`src/rtl/ctl2w_pkg.sv`:
```
package ctl2w_pkg;

  // Control states of the transfer sequencer
  typedef enum logic [2:0] {
    S_IDLE = 3'd0,  // waiting for a start
    S_ADDR = 3'd1,  // receiving address + direction
    S_AACK = 3'd2,  // acknowledging address
    S_DHI  = 3'd3,  // receiving upper data byte
    S_HACK = 3'd4,  // acknowledging upper byte
    S_DLO  = 3'd5,  // receiving lower data byte
    S_LACK = 3'd6   // acknowledging lower byte
  } ctlState_t;

  // Strobes from the sequencer to the datapath
  typedef struct packed {
    logic shiftEn;  // take one bit into the shifter
    logic clrCnt;   // restart bit counting
    logic ackOn;    // start pulling the data line low
    logic ackOff;   // release the data line
    logic latchHi;  // keep the upper data byte
    logic commit;   // present the word and pulse the strobe
  } ctlStrobes_t;

endpackage

```
`src/rtl/ctl2wSync.sv`:
```
module ctl2wSync #(
  parameter int STAGES = 2
) (
  input  logic clk,
  input  logic rstN,
  input  logic sclIn,
  input  logic sdaIn,
  output logic sdaLvl,
  output logic sclRise,
  output logic sclFall,
  output logic startEv,
  output logic stopEv
);

  localparam int LAST = STAGES - 1;

  logic [STAGES-1:0] sclPipe;
  logic [STAGES-1:0] sdaPipe;
  logic sclPrev;
  logic sdaPrev;
  logic sclNow;
  logic sdaNow;

  // Both lines idle high, so the chain resets to ones
  generate
    if (STAGES == 1) begin : gOne
      always_ff @(posedge clk or negedge rstN) begin
        if (!rstN) begin
          sclPipe <= '1;
          sdaPipe <= '1;
        end else begin
          sclPipe <= sclIn;
          sdaPipe <= sdaIn;
        end
      end
    end else begin : gChain
      always_ff @(posedge clk or negedge rstN) begin
        if (!rstN) begin
          sclPipe <= '1;
          sdaPipe <= '1;
        end else begin
          sclPipe <= {sclPipe[STAGES-2:0], sclIn};
          sdaPipe <= {sdaPipe[STAGES-2:0], sdaIn};
        end
      end
    end
  endgenerate

  assign sclNow = sclPipe[LAST];
  assign sdaNow = sdaPipe[LAST];

  always_ff @(posedge clk or negedge rstN) begin
    if (!rstN) begin
      sclPrev <= 1'b1;
      sdaPrev <= 1'b1;
    end else begin
      sclPrev <= sclNow;
      sdaPrev <= sdaNow;
    end
  end

  assign sdaLvl  = sdaNow;
  assign sclRise = sclNow & ~sclPrev;
  assign sclFall = ~sclNow & sclPrev;
  // Data moves while the clock line stays high
  assign startEv = sclNow & sclPrev & sdaPrev & ~sdaNow;
  assign stopEv  = sclNow & sclPrev & ~sdaPrev & sdaNow;

endmodule

```
`src/rtl/ctl2wData.sv`:
```
module ctl2wData
  import ctl2w_pkg::*;
#(
  parameter logic [5:0] DEV_BASE   = 6'b001101,
  parameter int         REG_ADDR_W = 7,
  parameter int         REG_DATA_W = 9
) (
  input  logic                  clk,
  input  logic                  rstN,
  input  ctlStrobes_t           ctl,
  input  logic                  sdaLvl,
  input  logic                  addrSel,
  output logic                  byteFull,
  output logic                  addrMatch,
  output logic                  rwBit,
  output logic                  sdaOe,
  output logic [REG_ADDR_W-1:0] regAddr,
  output logic [REG_DATA_W-1:0] regData,
  output logic                  wrStrobe
);

  localparam int BYTE_W = 8;
  localparam int WORD_W = REG_ADDR_W + REG_DATA_W;
  localparam int HI_W   = WORD_W - BYTE_W;
  localparam int CNT_W  = $clog2(BYTE_W + 1);

  logic [BYTE_W-1:0] shiftReg;
  logic [HI_W-1:0]   hiByte;
  logic [CNT_W-1:0]  bitCnt;
  logic [WORD_W-1:0] word;

  // Bit shifter and counter
  always_ff @(posedge clk or negedge rstN) begin
    if (!rstN) begin
      shiftReg <= '0;
      bitCnt   <= '0;
    end else if (ctl.clrCnt) begin
      bitCnt <= '0;
    end else if (ctl.shiftEn) begin
      shiftReg <= {shiftReg[BYTE_W-2:0], sdaLvl};
      bitCnt   <= bitCnt + 1'b1;
    end
  end

  assign byteFull  = (bitCnt == CNT_W'(BYTE_W));
  assign rwBit     = shiftReg[0];
  assign addrMatch = (shiftReg[BYTE_W-1:1] == {DEV_BASE, addrSel});

  // Upper byte holding register
  always_ff @(posedge clk or negedge rstN) begin
    if (!rstN)            hiByte <= '0;
    else if (ctl.latchHi) hiByte <= shiftReg[HI_W-1:0];
  end

  assign word = {hiByte, shiftReg};

  // Acknowledge drive
  always_ff @(posedge clk or negedge rstN) begin
    if (!rstN)           sdaOe <= 1'b0;
    else if (ctl.ackOff) sdaOe <= 1'b0;
    else if (ctl.ackOn)  sdaOe <= 1'b1;
  end

  // Output register and strobe
  always_ff @(posedge clk or negedge rstN) begin
    if (!rstN) begin
      regAddr  <= '0;
      regData  <= '0;
      wrStrobe <= 1'b0;
    end else begin
      wrStrobe <= ctl.commit;
      if (ctl.commit) begin
        regAddr <= word[WORD_W-1 -: REG_ADDR_W];
        regData <= word[REG_DATA_W-1:0];
      end
    end
  end

  // strobe is never wider than one cycle
  assert_strobe_single_R6: assert property (@(posedge clk) disable iff (!rstN)
    wrStrobe |=> !wrStrobe);

  // outputs move only together with a strobe
  assert_outputs_hold_R7: assert property (@(posedge clk) disable iff (!rstN)
    !wrStrobe |-> ($stable(regAddr) && $stable(regData)));

  // never more than eight bits gathered
  assert_bitcnt_range_R2: assert property (@(posedge clk) disable iff (!rstN)
    bitCnt <= CNT_W'(BYTE_W));

endmodule

```
`src/rtl/ctl2wCtrl.sv`:
```
module ctl2wCtrl
  import ctl2w_pkg::*;
(
  input  logic        clk,
  input  logic        rstN,
  input  logic        sclRise,
  input  logic        sclFall,
  input  logic        startEv,
  input  logic        stopEv,
  input  logic        byteFull,
  input  logic        addrMatch,
  input  logic        rwBit,
  output ctlStrobes_t ctl,
  output ctlState_t   stateOut
);

  ctlState_t state;
  ctlState_t nextState;

  always_ff @(posedge clk or negedge rstN) begin
    if (!rstN) state <= S_IDLE;
    else       state <= nextState;
  end

  always_comb begin
    nextState = state;
    ctl       = '0;
    if (stopEv) begin
      nextState  = S_IDLE;
      ctl.ackOff = 1'b1;
      ctl.clrCnt = 1'b1;
    end else if (startEv) begin
      nextState  = S_ADDR;
      ctl.ackOff = 1'b1;
      ctl.clrCnt = 1'b1;
    end else begin
      unique case (state)
        S_ADDR, S_DHI, S_DLO: begin
          if (sclRise && !byteFull) begin
            ctl.shiftEn = 1'b1;
          end else if (sclFall && byteFull) begin
            if (state == S_ADDR) begin
              if (addrMatch && !rwBit) begin
                nextState = S_AACK;
                ctl.ackOn = 1'b1;
              end else begin
                nextState  = S_IDLE;
                ctl.clrCnt = 1'b1;
              end
            end else if (state == S_DHI) begin
              nextState   = S_HACK;
              ctl.ackOn   = 1'b1;
              ctl.latchHi = 1'b1;
            end else begin
              nextState = S_LACK;
              ctl.ackOn = 1'b1;
            end
          end
        end
        S_AACK, S_HACK: begin
          if (sclFall) begin
            ctl.ackOff = 1'b1;
            ctl.clrCnt = 1'b1;
            nextState  = (state == S_AACK) ? S_DHI : S_DLO;
          end
        end
        S_LACK: begin
          if (sclFall) begin
            ctl.ackOff = 1'b1;
            ctl.clrCnt = 1'b1;
            ctl.commit = 1'b1;
            nextState  = S_IDLE;
          end
        end
        default: nextState = S_IDLE;
      endcase
    end
  end

  assign stateOut = state;

  // the address acknowledge is only ever given to a write
  assert_ack_write_only_R4: assert property (@(posedge clk) disable iff (!rstN)
    (state == S_AACK) |-> (!rwBit && addrMatch));

  // a stop always leads to idle
  assert_stop_idle_R9: assert property (@(posedge clk) disable iff (!rstN)
    stopEv |=> (state == S_IDLE));

  // a start always reopens address reception
  assert_start_restart_R8: assert property (@(posedge clk) disable iff (!rstN)
    (startEv && !stopEv) |=> (state == S_ADDR));

endmodule

```
`src/rtl/ctl2wSlave.sv`:
```
module ctl2wSlave
  import ctl2w_pkg::*;
#(
  parameter int         SYNC_STAGES = 2,
  parameter logic [5:0] DEV_BASE    = 6'b001101,
  parameter int         REG_ADDR_W  = 7,
  parameter int         REG_DATA_W  = 9
) (
  input  logic                  clk,
  input  logic                  rstN,
  input  logic                  sclIn,
  input  logic                  sdaIn,
  input  logic                  addrSel,
  output logic                  sdaOe,
  output logic [REG_ADDR_W-1:0] regAddr,
  output logic [REG_DATA_W-1:0] regData,
  output logic                  wrStrobe
);

  logic        sdaLvl;
  logic        sclRise;
  logic        sclFall;
  logic        startEv;
  logic        stopEv;
  logic        byteFull;
  logic        addrMatch;
  logic        rwBit;
  ctlStrobes_t ctl;
  ctlState_t   state;

  ctl2wSync #(.STAGES(SYNC_STAGES)) sync_i (
    .clk(clk), .rstN(rstN), .sclIn(sclIn), .sdaIn(sdaIn),
    .sdaLvl(sdaLvl), .sclRise(sclRise), .sclFall(sclFall),
    .startEv(startEv), .stopEv(stopEv)
  );

  ctl2wCtrl ctrl_i (
    .clk(clk), .rstN(rstN), .sclRise(sclRise), .sclFall(sclFall),
    .startEv(startEv), .stopEv(stopEv), .byteFull(byteFull),
    .addrMatch(addrMatch), .rwBit(rwBit), .ctl(ctl), .stateOut(state)
  );

  ctl2wData #(
    .DEV_BASE(DEV_BASE), .REG_ADDR_W(REG_ADDR_W), .REG_DATA_W(REG_DATA_W)
  ) data_i (
    .clk(clk), .rstN(rstN), .ctl(ctl), .sdaLvl(sdaLvl), .addrSel(addrSel),
    .byteFull(byteFull), .addrMatch(addrMatch), .rwBit(rwBit),
    .sdaOe(sdaOe), .regAddr(regAddr), .regData(regData), .wrStrobe(wrStrobe)
  );

  // the data line is only pulled during an acknowledge slot
  assert_oe_in_ack_R10: assert property (@(posedge clk) disable iff (!rstN)
    sdaOe |-> (state == S_AACK || state == S_HACK || state == S_LACK));

  // a write follows only the lower-byte acknowledge
  assert_strobe_after_ack_R6: assert property (@(posedge clk) disable iff (!rstN)
    wrStrobe |-> ($past(state) == S_LACK));

endmodule

```
`config.mk`:
```
export PLATFORM = sky130hd
export DESIGN_NAME = ctl2wSlave
export DESIGN_NICKNAME = d
export VERILOG_FILES = /design/src/rtl/ctl2w_pkg.sv /design/src/rtl/ctl2wSync.sv /design/src/rtl/ctl2wData.sv /design/src/rtl/ctl2wCtrl.sv /design/src/rtl/ctl2wSlave.sv
export SDC_FILE = /design/constraint.sdc
export NUM_CORES = 1
export LEC_CHECK = 0
export BUFFER_PORTS_ARGS = -buffer_cell sky130_fd_sc_hd__clkbuf_2
export CORE_MARGIN = 2
export CORE_UTILIZATION = 55
export CTS_BUF_LIST = sky130_fd_sc_hd__clkbuf_4 sky130_fd_sc_hd__clkbuf_8 sky130_fd_sc_hd__clkbuf_16
export DETAILED_ROUTE_END_ITERATION = 8
export GPL_ROUTABILITY_DRIVEN = 0
export GPL_TIMING_DRIVEN = 0
export MAX_ROUTING_LAYER = met4
export PLACE_DENSITY = 0.76
export SLEW_MARGIN = 20
export SYNTH_ARGS = -nofsm -noshare
export SYNTH_HDL_FRONTEND = slang
export SYNTH_SLANG_ARGS = --single-unit
```
`constraint.sdc`:
```
create_clock -name clk -period 3.1 [get_ports clk]
set_input_delay 0.465 -clock clk [delete_from_list [all_inputs] [get_ports clk]]
set_output_delay 0.465 -clock clk [all_outputs]
set_load 0.02 [all_outputs]
```
==> results.json <==
{
  "status": "finished clean",
  "tightest_slew_ps": 667,
  "drv_cap": 0,
  "grt_max_degree": 48,
  "skew_ps": 7.23,
  "synth.distinct_cells": 40,
  "ys_ff_latch": 47,
  "fin_tns_setup_ps": 0,
  "cts_tree": "done",
  "syn_avg_cell_area_um2": 13.6,
  "p_seq_share_pct": 51.9,
  "vias": 1286,
  "die_h_um": 65.0,
  "grt_overflow_total": 0,
  "wl_per_cell_um": 16.0,
  "seq_area_frac_synth_pct": 57.9,
  "placed_cell_area_mm2": 0.00221,
  "instances_no_fill": 228,
  "drt-initial-drc-count": 68,
  "rsz0062_at_grt": "false",
  "cts_max_level": 2,
  "grt_pass1_vias": 1315,
  "cts_resized": 0,
  "finalWirelength_mm": 3.65,
  "sw_frac_of_total_pct": 29.6,
  "fp.coreArea_mm2": 0.00361,
  "start_util_pct": 56.7,
  "critPathArrivalTime_ps": 2240,
  "setup_viol": 0,
  "final_area_mm2": 0.00233,
  "required_ps": 3290,
  "grt_usage_pct": 21.0,
  "fin_crit_ps": 2040,
  "cts_made_buffers": 5,
  "syn2layout_area_growth_pct": 14.0,
  "register_area_mm2": 0.00118,
  "netlist_area_mm2": 0.00204,
  "internal_power_mw": 1.07,
  "fillerInstances": 276,
  "worstPathMaxFanout": 8,
  "cts.sinks": 47,
  "synthesis.nets": 157,
  "timing.final.crit_share_pct": 66.0,
  "fp-row-count": 22,
  "viasPerCell": 5.64,
  "cts_hold_buf": 0,
  "synth_cells": 150,
  "io_buffers": 22,
  "crit_path_start_kind": "flop",
  "fin_hold_ws_ps": 138,
  "cellPowerDensity_mw_per_mm2": 650,
  "slew_headroom_pct": 55.3,
  "ant_nets": 0,
  "dieWidth_um": 65.0,
  "drive_above_1_share_pct": 44.4,
  "p_leak_nw": 1.13,
  "fmax_ghz": 0.489,
  "ys_warn_count": 0,
  "clk_path_buf_depth": 2,
  "ioPinCount": 23,
  "min_path_type": "in -> async",
  "switching_power_mw": 0.448,
  "post_cts_buffers": 0,
  "clock_power_share_pct": 29.3,
  "placed_cells": 220,
  "combPwrFrac_pct": 18.8,
  "nNetsFinal": 186,
  "clk_latency_ps": 310,
  "dp_hpwl_mm": 2.59,
  "drt_first_pass_iters": 4,
  "diodes": 0,
  "slew_violations": 0,
  "grt_pass1_wl_mm": 6.41,
  "drc": 0,
  "finalHoldViolCount": 0,
  "multi_input_area_um2": 803,
  "antenna_found_initial": 0,
  "end_kind": "flop",
  "die_area_mm2": 0.00422,
  "clk_pin_slew_ps": 90,
  "worstSetupPathType": "reg -> reg",
  "cts-root-buf": "clkbuf_8",
  "ir_drop_uv": 428
}
worst paths after layout:
check	start	to	slack [ps]	depth (start not counted)
worst max register to register	data_i.bitCnt[0]	data_i.hiByte[2]	1060	6
worst min register to register	sync_i.sclPipe[0]	sync_i.sclPipe[1]	360	0
worst min-delay path	rstN	data_i.bitCnt[3]	140	1
worst max-delay path	data_i.bitCnt[0]	data_i.hiByte[2]	1060	6
max in group asynchronous	rstN	data_i.regAddr[4]	2550	1
min in group clk	sdaIn	sync_i.sdaPipe[0]	240	1
per-layer routing:
layer	track usage (%)	routed length, um	vias up	part of all wire (%)
met2	31.3	1750	29	48
met1	27.2	1670	656	46
met3	5.73	163	8	4.5
met4	9.04	68	0	1.9
met5	-	0	-	0
li1	-	-	593	-
synthesized netlist by cell type:
master / count / area share, %
nor2_1: 4 / 0.73
xor2_1: 3 / 1.3
nand2b_4: 1 / 0.67
o31a_1: 1 / 0.43
and3b_1: 2 / 0.86
o22ai_1: 1 / 0.31
a21boi_2: 1 / 0.55
clkbuf_4: 1 / 0.37
nand4_1: 3 / 0.92
a21oi_1: 3 / 0.73
mux2_2: 32 / 18
inv_1: 5 / 0.92
mux2i_1: 1 / 0.49
and2b_1: 2 / 0.73
xnor2_1: 2 / 0.86
buf_2: 3 / 0.73
o31ai_1: 3 / 1.1
buf_6: 1 / 0.55
nand4bb_1: 1 / 0.55
a31oi_1: 1 / 0.31
and2_1: 1 / 0.31
nor3b_4: 1 / 0.92
nand3b_1: 4 / 1.5
nand3_1: 2 / 0.49
clkbuf_2: 1 / 0.24
o21ai_0: 5 / 1.2
o32a_1: 1 / 0.49
dfstp_2: 6 / 7.7
o211ai_1: 1 / 0.37
a211oi_1: 1 / 0.37
nand3_4: 1 / 0.86
nand2_1: 6 / 1.1
or3b_2: 1 / 0.43
nor3_2: 1 / 0.49
a21boi_0: 1 / 0.37
nor3_1: 1 / 0.24
a211o_1: 1 / 0.43
dfrtp_1: 41 / 50
o21a_1: 1 / 0.37
ha_1: 2 / 1.2
sequential cells by signal (all words and copies together) (netlist names):
| name | count |
|---|---|
| data_i.wrStrobe | 1 |
| data_i.regData | 9 |
| sync_i.sclPrev | 1 |
| sync_i.sdaPipe | 2 |
| data_i.shiftReg | 8 |
| data_i.regAddr | 7 |
| sync_i.sdaPrev | 1 |
| ctrl_i.stateOut | 3 |
| sync_i.sclPipe | 2 |
| data_i.sdaOe | 1 |
| data_i.bitCnt | 4 |
| data_i.hiByte | 8 |
stage by stage:
step | worst slack [ps] | total power, mW | utilization (%)
finish | 1060 | 1.51 | 64.6
global placement | 1130 | 1.05 | 61.4
detailed placement | 1090 | 1.08 | 61.4
global route | 920 | 1.60 | 64.6
floorplan | 1320 | 0.979 | -
CTS | 1060 | 1.52 | 64.5
power by group through the flow:
stage | logic [mW] | registers [mW] | clock network (mW)
after floorplan | 0.220 | 0.759 | 0
after global placement | 0.257 | 0.788 | 0
after detailed placement | 0.280 | 0.798 | 0
after CTS | 0.282 | 0.786 | 0.457
after global routing | 0.314 | 0.800 | 0.484
final | 0.285 | 0.786 | 0.444
placed cells by master, fill, tap and decap left out, types with 2 or more instances in the layout:
cell	instances
o31ai_1	3
mux2_2	32
inv_1	5
dfrtp_1	41
and2b_1	2
dfstp_2	6
and3b_1	2
nor2_1	4
clkbuf_2	22
o21ai_0	5
buf_2	3
nand4_1	3
nand3b_1	4
clkbuf_8	5
ha_1	2
nand2_1	6
nand3_1	2
a21oi_1	3
xnor2_1	2
xor2_1	3
kinds of logic (layout without fill, tap and decap cells):
kind of cell | Yosys count | in the layout | share of synthesized area (%)
adder cells (fa/ha/maj) | 2 | 2 | 1.22
AND/OR/NAND/NOR | 31 | 31 | 10.8
AO/OA/AOI/OAI | 21 | 21 | 7.04
multiplexers | 33 | 33 | 18.1
XOR/XNOR | 5 | 5 | 2.14
buffers and inverters | 11 | 41 | 2.81
flip-flops | 47 | 47 | 57.9
worst max-delay path, stage by stage, from the launching register on:
cell	delay, ps
dfrtp_1	420
inv_1	100
ha_1	170
and3b_1	270
nand3_4	130
nor3b_4	460
mux2_2	390
area by class of cell:
type                            instances  share of cell area [%]
Sequential cell                        47                    50.8
Multi-Input combinational cell         92                    34.5
Timing Repair Buffer                   22                    4.83
Clock buffer                            5                    2.95
Tap cell                               48                    2.58
Clock inverter                          3                    1.88
Buffer                                  6                    1.66
Inverter                                5                   0.806
Note: power is estimated with default switching activity, not from simulation.
